[src/rtl/rxq_pkg.sv]
package rxq_pkg;

    // Occupancy states of the queue controller
    typedef enum logic [1:0] {
        ST_EMPTY   = 2'd0,
        ST_PARTIAL = 2'd1,
        ST_FULL    = 2'd2
    } rxq_state_e;

endpackage

[src/rtl/rxq_store.sv]
module rxq_store #(
    parameter int DEPTH   = 3,
    parameter int FRAME_W = 32,
    parameter int IDX_W   = (DEPTH > 1) ? $clog2(DEPTH) : 1
) (
    input  logic               clk,
    input  logic               rst_n,
    input  logic               shift,
    input  logic               we,
    input  logic [IDX_W-1:0]   wr_idx,
    input  logic [FRAME_W-1:0] wr_frame,
    output logic [FRAME_W-1:0] head_frame
);

    // Slot 0 is always the oldest frame; a pop moves every slot one place down.
    logic [FRAME_W-1:0] slot_q [DEPTH];
    logic [FRAME_W-1:0] slot_d [DEPTH];

    for (genvar gi = 0; gi < DEPTH; gi++) begin : g_slot
        logic [FRAME_W-1:0] moved;
        if (gi < DEPTH - 1) begin : g_mid
            assign moved = shift ? slot_q[gi+1] : slot_q[gi];
        end else begin : g_top
            assign moved = slot_q[gi];
        end
        assign slot_d[gi] = (we && (wr_idx == IDX_W'(gi))) ? wr_frame : moved;

        always_ff @(posedge clk or negedge rst_n) begin
            if (!rst_n) begin
                slot_q[gi] <= '0;
            end else begin
                slot_q[gi] <= slot_d[gi];
            end
        end
    end

    assign head_frame = slot_q[0];

endmodule

[src/rtl/rxq_ctrl.sv]
module rxq_ctrl
    import rxq_pkg::*;
#(
    parameter int DEPTH = 3,
    parameter int LVL_W = $clog2(DEPTH + 1),
    parameter int IDX_W = (DEPTH > 1) ? $clog2(DEPTH) : 1
) (
    input  logic             clk,
    input  logic             rst_n,
    input  logic             wr_en,
    input  logic             rel,
    input  logic             keep_mode,
    input  logic             ovr_ack,
    output logic             shift,
    output logic             we,
    output logic [IDX_W-1:0] wr_idx,
    output logic [LVL_W-1:0] level,
    output logic             full,
    output logic             not_empty,
    output logic             overrun
);

    localparam logic [LVL_W-1:0] LVL_MAX  = LVL_W'(DEPTH);
    localparam logic [LVL_W-1:0] LVL_ONE  = LVL_W'(1);
    localparam logic [IDX_W-1:0] IDX_LAST = IDX_W'(DEPTH - 1);

    rxq_state_e       state_q, state_d;
    logic [LVL_W-1:0] cnt_q, cnt_d;
    logic             ovr_q, ovr_d, ovr_evt;

    // Next-state and storage command logic
    always_comb begin
        state_d = state_q;
        cnt_d   = cnt_q;
        shift   = 1'b0;
        we      = 1'b0;
        wr_idx  = '0;
        ovr_evt = 1'b0;
        unique case (state_q)
            ST_EMPTY: begin
                // a release here has nothing to remove
                if (wr_en) begin
                    we      = 1'b1;
                    cnt_d   = LVL_ONE;
                    state_d = (DEPTH == 1) ? ST_FULL : ST_PARTIAL;
                end
            end
            ST_PARTIAL: begin
                if (wr_en && rel) begin
                    shift  = 1'b1;
                    we     = 1'b1;
                    wr_idx = IDX_W'(cnt_q - LVL_ONE);
                end else if (rel) begin
                    shift = 1'b1;
                    cnt_d = cnt_q - LVL_ONE;
                    if (cnt_q == LVL_ONE) begin
                        state_d = ST_EMPTY;
                    end
                end else if (wr_en) begin
                    we     = 1'b1;
                    wr_idx = IDX_W'(cnt_q);
                    cnt_d  = cnt_q + LVL_ONE;
                    if (cnt_q == LVL_MAX - LVL_ONE) begin
                        state_d = ST_FULL;
                    end
                end
            end
            ST_FULL: begin
                if (wr_en && rel) begin
                    shift  = 1'b1;
                    we     = 1'b1;
                    wr_idx = IDX_LAST;
                end else if (rel) begin
                    shift   = 1'b1;
                    cnt_d   = cnt_q - LVL_ONE;
                    state_d = (DEPTH == 1) ? ST_EMPTY : ST_PARTIAL;
                end else if (wr_en) begin
                    ovr_evt = 1'b1;
                    if (!keep_mode) begin
                        we     = 1'b1;
                        wr_idx = IDX_LAST;
                    end
                end
            end
            default: begin
                state_d = ST_EMPTY;
                cnt_d   = '0;
            end
        endcase
        ovr_d = ovr_evt ? 1'b1 : (ovr_ack ? 1'b0 : ovr_q);
    end

    // State register
    always_ff @(posedge clk or negedge rst_n) begin
        if (!rst_n) begin
            state_q <= ST_EMPTY;
            cnt_q   <= '0;
            ovr_q   <= 1'b0;
        end else begin
            state_q <= state_d;
            cnt_q   <= cnt_d;
            ovr_q   <= ovr_d;
        end
    end

    // Outputs
    always_comb begin
        level     = cnt_q;
        full      = (state_q == ST_FULL);
        not_empty = (state_q != ST_EMPTY);
        overrun   = ovr_q;
    end

    AST_LEVEL_BOUND: assert property (@(posedge clk) disable iff (!rst_n)
        level <= LVL_MAX);
    AST_FULL_MATCH: assert property (@(posedge clk) disable iff (!rst_n)
        full == (level == LVL_MAX));
    AST_NE_MATCH: assert property (@(posedge clk) disable iff (!rst_n)
        not_empty == (level != '0));
    AST_POP_DEC: assert property (@(posedge clk) disable iff (!rst_n)
        (rel && !wr_en && level != '0) |=> level == $past(level) - LVL_ONE);
    AST_EMPTY_REL: assert property (@(posedge clk) disable iff (!rst_n)
        (rel && !wr_en && level == '0) |=> level == '0);
    AST_OVR_SET: assert property (@(posedge clk) disable iff (!rst_n)
        (wr_en && full && !rel) |=> overrun);
    AST_OVR_STICKY: assert property (@(posedge clk) disable iff (!rst_n)
        (overrun && !ovr_ack) |=> overrun);
    AST_BOTH_FULL: assert property (@(posedge clk) disable iff (!rst_n)
        (wr_en && rel && full && !overrun) |=> (!overrun && full));

endmodule

[src/rtl/can_rx_queue.sv]
module can_rx_queue #(
    parameter int DEPTH   = 3,
    parameter int FRAME_W = 32,
    parameter int LVL_W   = $clog2(DEPTH + 1)
) (
    input  logic               clk,
    input  logic               rst_n,
    input  logic               wr_en,
    input  logic [FRAME_W-1:0] wr_frame,
    input  logic               rel,
    input  logic               keep_mode,
    input  logic               ovr_ack,
    output logic [FRAME_W-1:0] head_frame,
    output logic [LVL_W-1:0]   level,
    output logic               full,
    output logic               overrun,
    output logic               not_empty
);

    localparam int IDX_W = (DEPTH > 1) ? $clog2(DEPTH) : 1;
    localparam logic [LVL_W-1:0] LVL_MAX = LVL_W'(DEPTH);

    logic             shift;
    logic             we;
    logic [IDX_W-1:0] wr_idx;

    rxq_ctrl #(
        .DEPTH (DEPTH),
        .LVL_W (LVL_W),
        .IDX_W (IDX_W)
    ) u_ctrl (
        .clk       (clk),
        .rst_n     (rst_n),
        .wr_en     (wr_en),
        .rel       (rel),
        .keep_mode (keep_mode),
        .ovr_ack   (ovr_ack),
        .shift     (shift),
        .we        (we),
        .wr_idx    (wr_idx),
        .level     (level),
        .full      (full),
        .not_empty (not_empty),
        .overrun   (overrun)
    );

    rxq_store #(
        .DEPTH   (DEPTH),
        .FRAME_W (FRAME_W),
        .IDX_W   (IDX_W)
    ) u_store (
        .clk        (clk),
        .rst_n      (rst_n),
        .shift      (shift),
        .we         (we),
        .wr_idx     (wr_idx),
        .wr_frame   (wr_frame),
        .head_frame (head_frame)
    );

    AST_KEEP_DROP: assert property (@(posedge clk) disable iff (!rst_n)
        (full && wr_en && !rel && keep_mode) |=> ($stable(head_frame) && level == LVL_MAX));
    AST_REPLACE_HEAD: assert property (@(posedge clk) disable iff (!rst_n)
        (DEPTH > 1 && full && wr_en && !rel && !keep_mode) |=> ($stable(head_frame) && full));

endmodule

[config.mk]
export PLATFORM = sky130hd
export DESIGN_NAME = can_rx_queue
export DESIGN_NICKNAME = d
export VERILOG_FILES = /design/src/rtl/rxq_pkg.sv /design/src/rtl/rxq_store.sv /design/src/rtl/rxq_ctrl.sv /design/src/rtl/can_rx_queue.sv
export SDC_FILE = /design/constraint.sdc
export NUM_CORES = 1
export LEC_CHECK = 0
export ABC_AREA = 0
export BUFFER_PORTS_ARGS = -buffer_cell sky130_fd_sc_hd__buf_2
export CAP_MARGIN = 25
export CORE_MARGIN = 1.5
export CORE_UTILIZATION = 30
export DETAILED_ROUTE_END_ITERATION = 8
export GPL_ROUTABILITY_DRIVEN = 0
export MAX_ROUTING_LAYER = met4
export SYNTH_ARGS = -nofsm -noshare
export SYNTH_HDL_FRONTEND = slang
export SYNTH_SLANG_ARGS = --single-unit
[constraint.sdc]
create_clock -name clk -period 6.2 [get_ports clk]
set_clock_uncertainty 0.1 [all_clocks]
set_input_delay 0.93 -clock clk [delete_from_list [all_inputs] [get_ports clk]]
set_output_delay 0.93 -clock clk [all_outputs]
set_load 0.005 [all_outputs]
## Yosys cells after proc, flatten, opt, wreduce, memory -nomap -nowiden

Cells that the tools add are included.

| storage, ports and cells | value |
|---|---|
| register bits after elaboration | 101 |
| input bits | 38 |
| output and inout port bits | 37 |
| logic and storage cells | 76 |

| cells by class | value |
|---|---|
| add/subtract/negate cells | 2 |
| equality and inequality tests | 13 |
| muxes and demuxes | 42 |
| reductions and logical operators | 13 |

Operators with widths:

| cell | number |
|---|---|
| 32-bit two-way mux | 4 |
| 2-bit two-way mux | 20 |
| 1-bit two-way mux | 14 |
| 2-bit case mux with 3 select lines | 2 |
| 2-bit inequality test, second input constant | 4 |
| 2-bit nonzero test | 4 |
| 7-bit AND reduction | 1 |
| 2-bit by 1-bit equality test with 1-bit output, second input constant | 3 |
| 2-bit equality test, second input constant | 3 |
| 3-bit by 2-bit inequality test with 1-bit output, second input constant | 2 |
| 5-bit AND reduction | 1 |
| 1-bit logical AND | 4 |
| 2-bit logical NOT | 2 |
| 2-bit case mux with 2 select lines | 1 |
| 3-bit inequality test, second input constant | 1 |
| 1-bit case mux with 3 select lines | 1 |
| 2-bit by 1-bit adder with 2-bit output, second input constant | 1 |
| 2-bit OR reduction | 1 |
| 2-bit by 1-bit subtractor with 2-bit output, second input constant | 1 |

## Longest topological paths before layout

| depth | value |
|---|---|
| depth in word-level cells | 8 |
| mapped depth | 8 |
| mapped depth without buffers | 6 |

## Hierarchy

From an unflattened synthesis, not the netlist that was laid out.

| unflattened totals | value |
|---|---|
| cells, all modules | 327 |
| area total of the unflattened synthesis | 4914.7 sq um |

By module, submodules not included:

| module | instances | cells each | area an instance (sq um) | sequential area each (sq um) |
|---|---|---|---|---|
| rxq_store | 1 | 276 | 4444.3 | 2402.3 |
| rxq_ctrl | 1 | 51 | 470.5 | 125.1 |

## Worst setup path before layout

Ideal clock, no wire load.

| timing path | value |
|---|---|
| path type | input to register |
| start | input rel |
| end | register u_store.slot_q, in the netlist u_store.g_slot[2].moved[10] |
| setup time | 0.125 ns |
| arrival time | 2.653 ns |
| required time | 5.975 ns |
| path slack | 3.322 ns |
| cell stages on the path | 7 |
| buffers on the path | 3 |
| cells stage by stage | buf_2 nor4bb_1 or4_1 or4b_1 buf_2 buf_6 mux2_4 |

| on the way | value |
|---|---|
| longest elaborated chain between the ends | 5 |
| elaborated cells between the ends (all ways) | 13 |
| classes of those cells | eq/ne (1); mux (10); reduce/logical (2) |

RTL lines:

| element | line | text |
|---|---|---|
| start: declaration | can_rx_queue.sv:10 | `input logic rel,` |
| 2-bit two-way mux, or another cell as far along | rxq_ctrl.sv:73 | `end else if (rel) begin` |
| 2-bit two-way mux (on tied branches) | rxq_ctrl.sv:69, rxq_ctrl.sv:49 |  |
| 2-bit case mux with 2 select lines | rxq_ctrl.sv:39 | `unique case (state_q)` |
| 2-bit equality test | rxq_store.sv:26 | `assign slot_d[gi] = (we && (wr_idx == IDX_W'(gi))) ? wr_frame : moved;` |
| 1-bit logical AND (*) | rxq_store.sv:26 |  |
| end signal: indexed assignment | rxq_store.sv:32 | `slot_q[gi] <= slot_d[gi];` |
| end: declaration | rxq_store.sv:16 | `logic [FRAME_W-1:0] slot_q [DEPTH];` |

Every way passes the cells marked *; elsewhere a longest branch is shown, timed or not.
A chain may end at the register's enable or synchronous reset.

## Worst setup path in the final report

| timing path | value |
|---|---|
| start | register u_ctrl.state_q[1] |
| end | register u_store.slot_q, in the netlist u_store.g_slot[2].moved[17] |

| on the way | value |
|---|---|
| longest elaborated chain between the ends | 4 |
| elaborated cells between the ends (all ways) | 7 |
| classes of those cells | eq/ne (3); mux (2); reduce/logical (2) |

RTL lines:

| element | line | text |
|---|---|---|
| start: declaration | rxq_ctrl.sv:27 | `rxq_state_e state_q, state_d;` |
| start signal: assignment | rxq_ctrl.sv:100 | `state_q <= state_d;` |
| 2-bit equality test / 2-bit by 1-bit equality test with 1-bit output (equally long branches) | rxq_ctrl.sv:39 |  |
| 2-bit case mux with 2 select lines | rxq_ctrl.sv:39 |  |
| 2-bit equality test | rxq_store.sv:26 |  |
| 1-bit logical AND (*) | rxq_store.sv:26 |  |

Marked as above.

==> flow_summary.json <==
{
  "via_count": 2857,
  "arrival_ps": 3330,
  "rsz0062_at_grt": "no",
  "max_cap_viol_count": 0,
  "critPathKind": "flop to flop",
  "ir_drop_mv": 0.239,
  "ant_nets": 0,
  "synth_nets": 376,
  "dieWidth_microns": 131,
  "netlist_instances": 331,
  "clock_path_buffers": 2,
  "nNetsFinal": 450,
  "synthDistinctLibCells": 31,
  "synth.avg_cell_area_sq_um": 14.8,
  "antenna_found_initial": 0,
  "die_area_sq_um": 17100,
  "final_cell_mix": "mux2_2, dfrtp_1, buf_2",
  "fin_setup_tns_ps": 0,
  "cts.htree.levels": 3,
  "power_density_nw_per_um2": 554,
  "leakage_uw": 0.00278,
  "core_area_sq_um": 15900,
  "clk_pin_slew_ps": 70,
  "cts_buffers": 9,
  "worstSkewPairLatency_ps": 350,
  "ios": 75,
  "start_util": 0.308,
  "grt_first_pass_wirelength_mm": 15.5,
  "grt_pass1_vias": 3010,
  "yosys_warnings": 0,
  "postCtsHoldBufs": 0,
  "whs_ps": 401,
  "cts.sinks": 101,
  "wl_mm": 9.67,
  "final_core_utilization": 0.367,
  "final-seq-area_sq_um": 2530,
  "async_flop_share": 1.00,
  "row_count": 46,
  "maxClockFrequency_mhz": 312,
  "relSlewSlack": 0.419,
  "nFillCells": 1563,
  "cts_tree": "built",
  "area_growth_pct": 19.4,
  "ys_seq_area_frac": 0.515,
  "wl_per_cell_microns": 15.5,
  "drive_gt1_frac": 0.637,
  "status": "finished, final reports clean",
  "fp.dieH_microns": 131,
  "synth_flop_cell": "dfrtp_1",
  "overflow": 0,
  "first_pass_iters": 4,
  "post-route-period-util": 0.517,
  "worst_ep_required_time_ps": 6330,
  "worstSetupStartpointType": "flop",
  "hold_violations": 0,
  "end_kind": "flop",
  "grt_use_total": 0.123,
  "drv_slew": 0,
  "layout_commonest_cell": "mux2_2",
  "port_buffers": 74,
  "yosysTopAreaCell": "dfrtp_1",
  "synth_area_leaders": "dfrtp_1, mux2_2, mux2_4, ha_1, inv_1",
  "crit_fanout": 32,
  "fin_crit_ps": 3210,
  "synth_area_sq_um": 4910,
  "synth_seq_cells": 101,
  "instances_no_fill": 626,
  "dp_cells": 609,
  "drt_iter0_markers": 101,
  "dp_hpwl_mm": 6.14,
  "synth-edff-count": 0,
  "clockRootBuffer": "clkbuf_16",
  "antennaDiodeCount": 0,
  "multi_input_area_sq_um": 2260,
  "setup_viol": 0,
  "grt_max_degree": 65,
  "cts_setup_buffers": 0,
  "hp-class": "flop to flop",
  "via_per_inst": 4.56,
  "cts_resized": 0,
  "netlist.area_leader.share": 0.515,
  "route.detailed.drc": 0,
  "max_slew.worst_pin.slew_ps": 871
}
==> sequential cells by signal, indices dropped and copies added (netlist names) <==
| signal | flops |
|---|---|
| u_store.g_slot.moved | 32 |
| u_ctrl.level | 2 |
| u_store.head_frame | 32 |
| u_ctrl.overrun | 1 |
| u_ctrl.state_q | 2 |
| u_store.slot_q | 32 |
==> worst max-delay path: stages, from the launching register on <==
cell and delay, ps:
dfrtp_1 420, inv_1 110, ha_1 430, nor2_1 90
or4_1 540, or4b_2 650, buf_4 360, mux2_4 370
==> metal layers <==
| metal | GRT usage | vias up | share of wire |
|---|---|---|---|
| li1 | - | 1343 | - |
| met1 | 0.149 | 1453 | 0.46 |
| met2 | 0.197 | 50 | 0.49 |
| met3 | 0.0350 | 11 | 0.041 |
| met4 | 0.0427 | 0 | 0.013 |
| met5 | - | - | 0 |
==> final cells by class <==
class	count	area share
flip-flops and latches	101	0.431
well taps	216	0.0461
multi-input cells	203	0.386
clock inverters	4	0.0132
clock buffers	12	0.0438
repair buffers	80	0.0726
inverters	10	0.00641
==> kinds of logic after synthesis <==
logic type	share of synthesized area
adder cells (fa/ha/maj)	0.0179
multiplexers	0.399
AO/OA/AOI/OAI	0.0191
XOR/XNOR	0.00179
buffers and inverters	0.0265
flip-flops	0.515
AND/OR/NAND/NOR	0.0209
==> cells in the mapped netlist (all sizes together) (3+ instances only) <==
cell type  count
a21oi          4
buf            9
clkbuf         8
dfrtp        101
ha             7
inv           10
mux2         161
mux2i          3
nand2          3
nand2b         3
==> power by group <==
| group | switching [uW] | total (uW) | internal, uW |
|---|---|---|---|
| sequential | 167 | 1160 | 994 |
| clock | 248 | 627 | 378 |
| combinational | 542 | 1460 | 915 |
==> metrics by stage <==
step | setup slack [ps] | total power (uW) | area, sq um
floorplan | 3320 | 2270 | 4910
global placement | 2660 | 2580 | 5510
detailed placement | 2590 | 2640 | 5510
CTS | 2710 | 3290 | 5840
global route | 2890 | 3480 | 5860
finish | 2990 | 3250 | 5860
==> path summary, 6_finish.rpt <==
check	slack [ps]	end	cells after the start	startpoint
setup / recovery	2990	u_store.g_slot[2].moved[17]	7	u_ctrl.state_q[1]
hold / removal	400	u_ctrl.overrun	1	u_ctrl.overrun
setup reg to reg	2990	u_store.g_slot[2].moved[17]	7	u_ctrl.state_q[1]
hold reg to reg	400	u_ctrl.overrun	1	u_ctrl.overrun
max in group asynchronous	4340	u_store.head_frame[6]	2	rst_n
min in group asynchronous	450	u_store.slot_q[39]	1	rst_n
Power figures use the tool's default switching activity.
